<file path="src/rtl/afu_pkg.sv">
package afu_pkg;

    typedef enum logic [1:0] {
        OP_ADD = 2'b00,
        OP_ADC = 2'b01,
        OP_SUB = 2'b10,
        OP_NEG = 2'b11
    } afu_op_e;

    typedef struct packed {
        logic neg;
        logic zero;
        logic carry;
        logic ovf;
    } afu_flags_t;

    localparam int unsigned FLAG_BITS = 4;

endpackage

</file>
<file path="src/rtl/afu_operand_mux.sv">
module afu_operand_mux
    import afu_pkg::*;
#(
    parameter int unsigned W = 8
) (
    input  afu_op_e        op,
    input  logic [W-1:0]   a_in,
    input  logic [W-1:0]   b_in,
    input  logic           c_stored,
    output logic [W-1:0]   a_eff,
    output logic [W-1:0]   b_eff,
    output logic           c_in
);

    localparam logic [W-1:0] ZERO_W = '0;

    always_comb begin
        a_eff = a_in;
        b_eff = b_in;
        c_in  = 1'b0;
        unique case (op)
            OP_ADD: begin
                c_in = 1'b0;
            end
            OP_ADC: begin
                c_in = c_stored;
            end
            OP_SUB: begin
                b_eff = ~b_in;
                c_in  = 1'b1;
            end
            OP_NEG: begin
                a_eff = ZERO_W;
                b_eff = ~b_in;
                c_in  = 1'b1;
            end
            default: begin
                c_in = 1'b0;
            end
        endcase
    end

endmodule

</file>
<file path="src/rtl/afu_ripple_adder.sv">
module afu_ripple_adder #(
    parameter int unsigned W = 8
) (
    input  logic [W-1:0] x,
    input  logic [W-1:0] y,
    input  logic         c_in,
    output logic [W-1:0] sum,
    output logic         c_into_msb,
    output logic         c_out
);

    logic [W:0] chain;

    assign chain[0] = c_in;

    for (genvar i = 0; i < W; i++) begin : g_bit
        logic p;
        assign p          = x[i] ^ y[i];
        assign sum[i]     = p ^ chain[i];
        assign chain[i+1] = (x[i] & y[i]) | (p & chain[i]);
    end

    assign c_into_msb = chain[W-1];
    assign c_out      = chain[W];

endmodule

</file>
<file path="src/rtl/afu_flag_gen.sv">
module afu_flag_gen
    import afu_pkg::*;
#(
    parameter int unsigned W = 8
) (
    input  afu_op_e        op,
    input  logic [W-1:0]   a_in,
    input  logic [W-1:0]   b_in,
    input  logic [W-1:0]   sum,
    input  logic           c_into_msb,
    input  logic           c_out,
    output afu_flags_t     flags
);

    localparam logic [W-1:0] MOST_NEG = {1'b1, {(W-1){1'b0}}};
    localparam logic [W-1:0] ZERO_W   = '0;

    always_comb begin
        flags.neg   = sum[W-1];
        flags.zero  = (sum == ZERO_W);
        flags.carry = c_out;
        flags.ovf   = c_into_msb ^ c_out;
    end

    // The sign rule for subtraction is computed separately from the carry chain.
    always_comb begin
        if (op == OP_SUB) begin
            p_sub_sign_rule_r6: assert (flags.ovf ==
                ((a_in[W-1] != b_in[W-1]) && (sum[W-1] != a_in[W-1])));
        end
    end

    always_comb begin
        if (op == OP_NEG && b_in == MOST_NEG) begin
            p_neg_most_negative_r7: assert (sum == MOST_NEG && flags.ovf);
        end
    end

    always_comb begin
        if (op == OP_NEG && b_in == ZERO_W) begin
            p_neg_zero_r7: assert (flags.zero && flags.carry && !flags.ovf);
        end
    end

    always_comb begin
        if (op == OP_ADD || op == OP_ADC) begin
            p_add_sign_rule_r5: assert (flags.ovf ==
                ((a_in[W-1] == b_in[W-1]) && (sum[W-1] != a_in[W-1])));
        end
    end

endmodule

</file>
<file path="src/rtl/afu_flag_reg.sv">
module afu_flag_reg
    import afu_pkg::*;
(
    input  logic       clk,
    input  logic       rst,
    input  logic       we,
    input  afu_flags_t d,
    output afu_flags_t q
);

    always_ff @(posedge clk) begin
        if (rst) begin
            q <= '0;
        end else if (we) begin
            q <= d;
        end
    end

    p_load_r10: assert property (@(posedge clk) disable iff (rst)
        we |=> (q == $past(d)));

    p_hold_r10: assert property (@(posedge clk) disable iff (rst)
        !we |=> $stable(q));

endmodule

</file>
<file path="src/rtl/arith_flags_unit.sv">
module arith_flags_unit
    import afu_pkg::*;
#(
    parameter int unsigned W = 8
) (
    input  logic          clk,
    input  logic          rst,
    input  logic [W-1:0]  op_a,
    input  logic [W-1:0]  op_b,
    input  logic [1:0]    op_sel,
    input  logic          flag_we,
    output logic [W-1:0]  result,
    output logic [3:0]    flags_nxt,
    output logic [3:0]    flags_q
);

    afu_op_e    op;
    logic [W-1:0] a_eff;
    logic [W-1:0] b_eff;
    logic         c_in;
    logic         c_into_msb;
    logic         c_out;
    afu_flags_t   f_next;
    afu_flags_t   f_store;

    assign op = afu_op_e'(op_sel);

    afu_operand_mux #(.W(W)) u_mux (
        .op       (op),
        .a_in     (op_a),
        .b_in     (op_b),
        .c_stored (f_store.carry),
        .a_eff    (a_eff),
        .b_eff    (b_eff),
        .c_in     (c_in)
    );

    afu_ripple_adder #(.W(W)) u_add (
        .x          (a_eff),
        .y          (b_eff),
        .c_in       (c_in),
        .sum        (result),
        .c_into_msb (c_into_msb),
        .c_out      (c_out)
    );

    afu_flag_gen #(.W(W)) u_flags (
        .op         (op),
        .a_in       (op_a),
        .b_in       (op_b),
        .sum        (result),
        .c_into_msb (c_into_msb),
        .c_out      (c_out),
        .flags      (f_next)
    );

    afu_flag_reg u_freg (
        .clk (clk),
        .rst (rst),
        .we  (flag_we),
        .d   (f_next),
        .q   (f_store)
    );

    assign flags_nxt = f_next;
    assign flags_q   = f_store;

endmodule

</file>
<file path="config.mk">
export PLATFORM = sky130hd
export DESIGN_NAME = arith_flags_unit
export DESIGN_NICKNAME = d
export VERILOG_FILES = /design/src/rtl/afu_pkg.sv /design/src/rtl/afu_operand_mux.sv /design/src/rtl/afu_ripple_adder.sv /design/src/rtl/afu_flag_gen.sv /design/src/rtl/afu_flag_reg.sv /design/src/rtl/arith_flags_unit.sv
export SDC_FILE = /design/constraint.sdc
export NUM_CORES = 1
export LEC_CHECK = 0
export BUFFER_PORTS_ARGS = -buffer_cell sky130_fd_sc_hd__buf_2
export CORE_AREA = 2 2 42 44
export CTS_CLUSTER_DIAMETER = 50
export DETAILED_ROUTE_END_ITERATION = 8
export DIE_AREA = 0 0 44 46
export PLACE_DENSITY_LB_ADDON = 0.1
export SLEW_MARGIN = 20
export SYNTH_ARGS = -nofsm -noshare
export SYNTH_HDL_FRONTEND = slang
export SYNTH_SLANG_ARGS = --single-unit
</file>
<file path="constraint.sdc">
create_clock -name clk -period 6.7 [get_ports clk]
set_input_delay 1.34 -clock clk [delete_from_list [all_inputs] [get_ports clk]]
set_output_delay 1.34 -clock clk [all_outputs]
set_load 0.1 [all_outputs]
</file>
# [After elaboration in Yosys (flattened, before gate mapping)]
# Index checks and enable logic that the tools add are counted.
[totals] register_bits=4 in_bits=21 output_inout_bits=16 word_cells=55
[op_classes] eq_ne=3 n_mux=3 bitwise_logic=42 n_reduce_logical=3
[ops] cell="XOR 1 bit" count=17
[ops] cell="bitwise AND 1 bit" count=16
[ops] cell="2-to-1 mux 8 bit" count=2
[ops] cell="zero test 8 bit" count=1
[ops] cell="inverter 8 bit" count=1
[ops] cell="OR 1 bit" count=8
[ops] cell="equality test 2 bit (second input constant)" count=2
[ops] cell="one-hot mux 1 bit (3 select lines)" count=1
[ops] cell="equality test 2 x 1 -> 1 bit (second input constant)" count=1
[ops] cell="zero test 2 bit" count=1
[ops] cell="OR reduction 2 bit" count=1

# [Depth between registers and ports, before layout]
# Gate-level depths: netlist (run 1).
[logic_depth] word_depth=21 ltp_mapped=17 ltp_nobuf=16

# [Modules after synthesis]
# From an unflattened synthesis (run 1), not the netlist that was laid out.
[hier_totals] cells_unflattened=56 area_unflattened_um2=556.8
[modules_own_cells] mod="afu_ripple_adder" n_inst=1 cells_each=18 area_per_inst_um2=197.7 seq_area_each_um2=0.0
[modules_own_cells] mod="afu_operand_mux" n_inst=1 cells_each=19 area_per_inst_um2=176.4 seq_area_each_um2=0.0
[modules_own_cells] mod="afu_flag_reg" n_inst=1 cells_each=13 area_per_inst_um2=140.1 seq_area_each_um2=80.1
[modules_own_cells] mod="afu_flag_gen" n_inst=1 cells_each=6 area_per_inst_um2=42.5 seq_area_each_um2=0.0

# [Least setup slack after synthesis (run 1)]
# No wires, ideal clock.
[synth_timing] path_type="input to output" from="input port op_sel[1]" to="output port flags_nxt[2]" arrival_ns=6.513 required_ns=5.360 slack_ns=-1.153 stages=15 n_path_buf=1 path_cell_list="buf_4 nand2_1 nand2_1 fa_1 inv_1 fa_1 inv_1 fa_1 fa_1 fa_1 fa_1 fa_1 inv_1 fa_1 nor4_4"
[synth_between] elab_chain_cells=20 word_cells_on_any_way=46 cone_classes="3 x eq/ne; 3 x mux; 37 x bitwise; 3 x reduce/logical"
[synth_lines] element="start, declared" line_no="arith_flags_unit.sv:10" text="input logic [1:0] op_sel,"
[synth_lines] element="equality test 2 bit"
[synth_lines] element="OR reduction 2 bit (no line)"
[synth_lines] element="2-to-1 mux 8 bit"
[synth_lines] element="XOR 1 bit" line_no="afu_ripple_adder.sv:18" text="assign p = x[i] ^ y[i];"
[synth_lines] element="bitwise AND 1 bit" line_no="afu_ripple_adder.sv:20" text="assign chain[i+1] = (x[i] & y[i]) | (p & chain[i]);"
[synth_lines] element="OR 1 bit" line_no="afu_ripple_adder.sv:20"
[synth_lines] element="bitwise AND 1 bit" line_no="afu_ripple_adder.sv:20"
[synth_lines] element="OR 1 bit" line_no="afu_ripple_adder.sv:20"
[synth_lines] element="(+5 left out)"
[synth_lines] element="OR 1 bit" line_no="afu_ripple_adder.sv:20"
[synth_lines] element="bitwise AND 1 bit" line_no="afu_ripple_adder.sv:20"
[synth_lines] element="OR 1 bit" line_no="afu_ripple_adder.sv:20"
[synth_lines] element="bitwise AND 1 bit" line_no="afu_ripple_adder.sv:20"
[synth_lines] element="OR 1 bit" line_no="afu_ripple_adder.sv:20"
[synth_lines] element="XOR 1 bit *" line_no="afu_ripple_adder.sv:19" text="assign sum[i] = p ^ chain[i];"
[synth_lines] element="named net flags_nxt[3]" line_no="arith_flags_unit.sv:13" text="output logic [3:0] flags_nxt,"
[synth_lines] element="zero test 8 bit *" line_no="afu_flag_gen.sv:20" text="flags.zero = (sum == ZERO_W);"
[synth_lines] element="end, declared" line_no="arith_flags_unit.sv:13"
# The timed path passes the listed nets; every way through them passes the cells marked *.

# [Final worst setup path (run 1)]
[layout_timing] from="input port op_sel[1]" to="output port flags_nxt[2]"
[layout_between] elab_chain_cells=20 word_cells_on_any_way=46 cone_classes="3 x eq/ne; 3 x mux; 37 x bitwise; 3 x reduce/logical"
[layout_lines] element="equality test 2 bit"
[layout_lines] element="OR reduction 2 bit (no line)"
[layout_lines] element="2-to-1 mux 8 bit"
[layout_lines] element="XOR 1 bit" line_no="afu_ripple_adder.sv:18"
[layout_lines] element="bitwise AND 1 bit" line_no="afu_ripple_adder.sv:20"
[layout_lines] element="OR 1 bit" line_no="afu_ripple_adder.sv:20"
[layout_lines] element="bitwise AND 1 bit" line_no="afu_ripple_adder.sv:20"
[layout_lines] element="OR 1 bit" line_no="afu_ripple_adder.sv:20"
[layout_lines] element="(+4 left out)"
[layout_lines] element="bitwise AND 1 bit" line_no="afu_ripple_adder.sv:20"
[layout_lines] element="OR 1 bit" line_no="afu_ripple_adder.sv:20"
[layout_lines] element="bitwise AND 1 bit" line_no="afu_ripple_adder.sv:20"
[layout_lines] element="OR 1 bit" line_no="afu_ripple_adder.sv:20"
[layout_lines] element="bitwise AND 1 bit" line_no="afu_ripple_adder.sv:20"
[layout_lines] element="OR 1 bit" line_no="afu_ripple_adder.sv:20"
[layout_lines] element="XOR 1 bit" line_no="afu_ripple_adder.sv:19"
[layout_lines] element="zero test 8 bit *" line_no="afu_flag_gen.sv:20"
# Every way passes the cells marked *; elsewhere a longest branch is shown, timed or not.

==> results of run 1 <==
-- cells in the mapped netlist --
| library cell | instances | area, um2 |
|---|---|---|
| buf_4 | 4 | 30.03 |
| buf_2 | 1 | 5.000 |
| xor2_1 | 2 | 17.52 |
| a31o_1 | 1 | 8.760 |
| nand2_1 | 8 | 30.03 |
| a21oi_1 | 1 | 5.000 |
| dfxtp_1 | 4 | 80.08 |
| nor2_1 | 3 | 11.26 |
| nand4b_4 | 1 | 23.77 |
| fa_1 | 8 | 160.2 |
| xnor2_1 | 7 | 61.31 |
| mux2i_1 | 3 | 30.03 |
| nor4_4 | 1 | 21.27 |
| and2_1 | 2 | 12.51 |
| inv_1 | 10 | 37.54 |
| nor3b_1 | 1 | 7.510 |
-- how the worst max path moves through the flow --
stage	from	end	slack [ps]	cells after the start
CTS	op_sel[1]	flags_nxt[2]	50	15
detailed placement	op_sel[1]	flags_nxt[2]	50	15
global placement	op_sel[1]	flags_nxt[2]	160	16
finish	op_sel[1]	flags_nxt[2]	80	16
global route	op_sel[1]	flags_nxt[2]	-60	16
floorplan	op_sel[1]	flags_nxt[2]	-530	15
-- layer usage --
layer	global-route usage, %	wire [um]	share of wire (%)	vias to the layer above
li1	-	-	-	243
met1	16.22	497	40	216
met2	19.41	597	48	26
met3	5.952	123	10	2
met4	5.455	14	1.1	0
met5	0	0	0	-
-- area by class of cell --
type / count / area share (%)
tap: 17 / 2.599
inverter: 10 / 4.587
clock buffer: 3 / 2.752
sequential: 4 / 9.786
timing repair buffer: 40 / 29.66
multi-input combinational: 38 / 50.61
-- logic make-up after synthesis --
| logic type | Yosys count |
|---|---|
| simple gates | 16 |
| buf+inv | 15 |
| xor+xnor | 9 |
| fa+ha+maj | 8 |
| flops | 4 |
| mux | 3 |
| compound gates | 2 |
-- per-stage QoR --
step,setup WS [ps],hold slack [ps]
final,83.00,481.2
after global routing,-63.40,533.9
after CTS,53.89,491.4
after detailed placement,54.32,483.6
after global placement,157.6,473.0
after floorplan,-530.9,484.5
-- power breakdown --
part	internal, mW	leakage, nW	switching, mW
Combinational	0.0560	0.384	0.212
Sequential	0.0264	0.0328	0.00113
Clock	0.0200	0.0138	0.00972
-- critical path: cells and delay by family --
kind | cells | cell delay, ps
simple gates | 3 | 460
fa+ha+maj | 8 | 2890
buf+inv | 5 | 570
-- timing repair --
action / CTS / global route
resized for setup: 0 / 4
buffers inserted: 0 / 2
endpoints found under the setup margin: 0 / 1
endpoints found under the hold margin: 0 / 0
==> impl_metrics.yaml, run 1 <==
outcome:
  outcome: "complete, no violations"
finish:
  largest_register_ffs: 4
  regMostFlops: "u_freg.q"
  final_core_util_pct: 50.70
  final_cell_count_no_fill: 112
  area_delta_synth_final_pct: 51.04
  final_cell_mix: "buf_2, inv_1, xnor2_1, nand2_1, fa_2"
  layout_commonest_cell: "buf_2"
  multi_input_area_um2: 414.1
  final.fill_count: 181
  antenna_cells: 0
  regArea_um2: 80.08
  reg_top3: "u_freg.q (4)"
  nets: 126
  fin_area_um2: 818.3
  drive_above_1_share_pct: 56.84
die:
  io_pins: 37
  core-area_um2: 1614
  die_area_um2: 2024
  initial_core_util_pct: 33.57
  die_height_um: 46
  rows: 15
  die_w_um: 44
yosys:
  synth_mux_area_share_pct: 5.543
  syn_nets: 86
  seq_area_frac_synth_pct: 14.78
  synth-simple-area-share_pct: 19.63
  synth_top_family_by_area: "adder cells"
  ys_ff_latch: 4
  synthCells: 57
  synth-xor-area-share_pct: 14.55
  synth_warnings: 0
  ys_types: 16
  synth_compound_area_share_pct: 2.540
  synthesis.area_um2: 541.8
  synth.avg_cell_area_um2: 9.505
  synthAdderAreaFrac_pct: 29.56
global_routing:
  grt_start_max_net_pins: 9
  antenna_found_initial: 0
  grt_overflow: 0
  grt_usage_pct: 13.03
  grt_pass1_vias: 426
  grt_pass1_wl_um: 1807
sta:
  timing.fmax_ghz: 0.1511
  worst_pin_slew_ps: 488.1
  min_period_over_period_pct: 98.76
  fin_skew_ps: 5.613
  max_slew_margin_pct: 67.68
  drv_slew: 0
  rsz0062_at_grt: "yes"
  finalSetupTns_ps: 0
  hold_violations: 0
  final.min_clock_period_ps: 6617
  setup_violations: 0
setup_path:
  critPathCaptureType: "output pin"
  rr_endpoint: "u_freg.q[2]$_SDFFE_PP0P_"
  timing.rr.start: "u_freg.q[1]$_SDFFE_PP0P_"
  critPathMaxStageDelay_ps: 480
  r2r_setup_slack_ps: 2550
  reg2reg_depth: 15
  crit_fanout: 8
  cpMostUsedCell: "fa_2"
  arrival_ps: 5280
  required_ps: 5360
  critPathSlowestCell: "fa_2"
  path_class: "input port to output pin"
  cp_cell_sequence: "buf_4 -> nand2_4 -> nand2_1 -> fa_2 -> inv_1 -> fa_1 -> inv_1 -> fa_2 -> fa_2 -> fa_2 -> fa_2 -> fa_2 -> inv_2 -> fa_2 -> nor4_4 -> buf_12"
  crit_path_start_kind: "input port"
routing:
  ant_nets: 0
  wirelength_um: 1232
  route.detailed.drc: 0
  via_count: 487
  dr.pass1.iters: 4
  drt_iter0_markers: 1
  via_per_inst: 4.348
  post_drt_wl_per_cell_um: 11.00
clocking:
  clock_path_buffers: 2
  hold_buffers: 0
  clock_latency_ps: 240
  cts_buffers: 3
  clock-root-buffer: "clkbuf_4"
  cts_sinks: 4
  htreeDepth: 1
  cts_tree: "yes"
  path_clk_slew_ps: 30
placed_design:
  place_congestion: 0.6913
  hpwl_um: 1067
  io_buffer_count: 36
  place_area_um2: 773.2
  dp_cells: 107
power_and_ir_drop:
  p_leak_nw: 0.4308
  ir_drop_v: 0.0001782
  power_density_nw_per_um2: 397.1
  p_total_uw: 324.9
hold_path:
  hold_class: "flop to flop"
  min_path_cells: 2
  min-delay-start: "u_freg.q[0]$_SDFFE_PP0P_"
  whs_endpoint: "u_freg.q[0]$_SDFFE_PP0P_"
job:
  maxCapViolCount: 0
No activity file was read; power rests on OpenSTA's default activity.
==> inputs of run 2 (changes only) <==
BUFFER_PORTS_ARGS = default   (was -buffer_cell sky130_fd_sc_hd__buf_2)
CORE_AREA = 2 2 39 41   (was 2 2 42 44)
DIE_AREA = 0 0 41 43   (was 0 0 44 46)
DONT_BUFFER_PORTS = 1   (was default)
HOLD_SLACK_MARGIN = 0.15   (was default)
==> run 2 against run 1 <==
Total power decreased by 2.1%. Clock skew up 0.51 ps. Wire length is 11% lower. Sequential power is 51% higher. Utilization down 2.5 points. Clock power grew 3%. Die area is 13% lower. Sequential share of layout area grew 2.2 points. Final cell count shrank 30%. Flip-flop and latch count stayed put. Worst setup slack better by 290 ps. Critical endpoint unchanged. Largest power group unchanged. Highest routed layer is now met3.
==> impl_metrics.yaml, run 2 (same netlist as run 1, synthesis figures left out) <==
setup_path:
  crit_fanout: 8
  crit_start: "op_sel[0]"
  path_class: "input port to output pin"
  critPathMaxStageDelay_ps: 470
  critPathCaptureType: "output pin"
  crit_end: "flags_nxt[2]"
  rr_endpoint: "u_freg.q[2]$_SDFFE_PP0P_"
  r2r_setup_slack_ps: 2650
  arrival_ps: 4990
  timing.rr.start: "u_freg.q[1]$_SDFFE_PP0P_"
  cp_cell_sequence: "nand2_4 -> nand2_1 -> fa_1 -> inv_1 -> fa_1 -> inv_1 -> fa_1 -> fa_2 -> fa_2 -> fa_2 -> fa_2 -> inv_2 -> fa_2 -> nor4_4 -> buf_12"
  required_ps: 5360
  reg2reg_depth: 15
  crit_cells: 15
  critPathSlowestCell: "fa_2"
  critical_path.top_delay_family: "adder cells"
  crit_path_start_kind: "input port"
  cp_num_buf_inv: 4
  cpMostUsedCell: "fa_2"
finish:
  drive_above_1_share_pct: 32.26
  regMostFlops: "u_freg.q"
  final.fill_count: 127
  layout_commonest_cell: "inv_1"
  reg_top3: "u_freg.q (4)"
  largest_register_ffs: 4
  final_cell_count_no_fill: 78
  area_delta_synth_final_pct: 23.09
  nets: 93
  final_cell_mix: "inv_1, nand2_1, xnor2_1"
  antenna_cells: 0
outcome:
  outcome: "complete, no violations"
global_routing:
  met2_usage_pct: 20.00
  met1_usage_pct: 21.00
  grt.busiest_layer: "met1"
  grt_pass1_vias: 394
  grt_usage_pct: 15.03
  grt_overflow: 0
  grt_pass1_wl_um: 1787
  grt_start_max_net_pins: 11
  met3_usage_pct: 7.853
  antenna_found_initial: 0
die:
  die_area_um2: 1763
  die_height_um: 43
  initial_core_util_pct: 39.15
  io_pins: 37
  core-area_um2: 1384
  rows: 14
  die_w_um: 41
routing:
  drt_iter0_markers: 7
  dr.pass1.iters: 4
  via_per_inst: 4.718
  wirelength_um: 1102
  via_count: 368
  ant_nets: 0
  post_drt_wl_per_cell_um: 14.13
  route.detailed.drc: 0
power_and_ir_drop:
  swShare_pct: 68.82
  p_comb_share_pct: 77.3
  clockPowerShare_pct: 9.6
  p_leak_nw: 0.3077
  power_density_nw_per_um2: 476.9
  ir_drop_v: 0.0001560
  p_seq_share_pct: 13.0
  internal-power_uw: 99.18
  switchingPower_uw: 218.9
clocking:
  cts_resized: 0
  clock_path_buffers: 2
  cts_sinks: 4
  hold_buffers: 0
  clock_latency_ps: 240
  cts_tree: "yes"
  htreeDepth: 1
  cts_buffers: 3
  path_clk_slew_ps: 40
  clock-root-buffer: "clkbuf_4"
  cts_setup_buffers: 0
placed_design:
  dp_slack_ps: 357.0
  dp_cells: 75
  io_buffer_count: 0
  place_congestion: 0.6866
  hpwl_um: 986.2
job:
  maxCapViolCount: 0
sta:
  rsz0062_at_grt: "no"
  drv_slew: 0
  worst_pin_slew_ps: 1038
  hold_violations: 0
  final.min_clock_period_ps: 6326
  finalSetupTns_ps: 0
  fin_ws_ps: 374.4
  timing.fmax_ghz: 0.1581
  setup_violations: 0
  max_slew_margin_pct: 30.70
  fin_skew_ps: 6.127
  min_period_over_period_pct: 94.41
hold_path:
  hold_class: "flop to flop"
==> run 2: stage by stage <==
stage,power (mW),utilization [%],hold slack [ps],cell area (um2)
floorplan,0.2579,-,484.5,561.8
global placement,0.2869,46.56,788.6,644.4
detailed placement,0.2897,46.56,794.5,644.4
CTS,0.3214,48.19,801.5,666.9
global route,0.3330,48.19,823.8,666.9
finish,0.3181,48.19,795.7,666.9
==> run 2: layout make-up <==
cell class	count	area, um2	area share, %
Tap cell	16	20.02	3.002
Multi-Input combinational cell	38	416.7	62.48
Clock buffer	3	22.52	3.377
Inverter	10	37.54	5.629
Timing Repair Buffer	7	90.09	13.51
Sequential cell	4	80.08	12.01
==> run 2: worst min-delay path, delay by kind of cell (launching register included) <==
family                 cells  cell delay, ps
and+or+nand+nor            1              50
DFF                        1             310
muxes                      1             160
buffers and inverters      1             240
==> run 2: worst min-delay path by stage <==
| stage | start | endpoint | depth (start not counted) |
|---|---|---|---|
| after floorplan | u_freg.q[1]$_SDFFE_PP0P_ | u_freg.q[1]$_SDFFE_PP0P_ | 2 |
| after global placement | u_freg.q[1]$_SDFFE_PP0P_ | u_freg.q[1]$_SDFFE_PP0P_ | 3 |
| after detailed placement | u_freg.q[1]$_SDFFE_PP0P_ | u_freg.q[1]$_SDFFE_PP0P_ | 3 |
| after CTS | u_freg.q[1]$_SDFFE_PP0P_ | u_freg.q[1]$_SDFFE_PP0P_ | 3 |
| after global routing | u_freg.q[1]$_SDFFE_PP0P_ | u_freg.q[1]$_SDFFE_PP0P_ | 3 |
| final | u_freg.q[1]$_SDFFE_PP0P_ | u_freg.q[1]$_SDFFE_PP0P_ | 3 |
==> run 2: power by group through the flow <==
stage,Clock (mW),Combinational (mW),Sequential [mW]
final,0.0307,0.246,0.0414
after global routing,0.0348,0.257,0.0416
after CTS,0.0320,0.248,0.0414
after detailed placement,0,0.248,0.0417
after global placement,0,0.245,0.0417
after floorplan,0,0.217,0.0414
==> run 2: layer usage <==
metal,vias to the layer above,part of all wire [%]
met1,161,39
met3,0,13
met5,-,0
li1,184,-
met2,23,48
met4,0,0
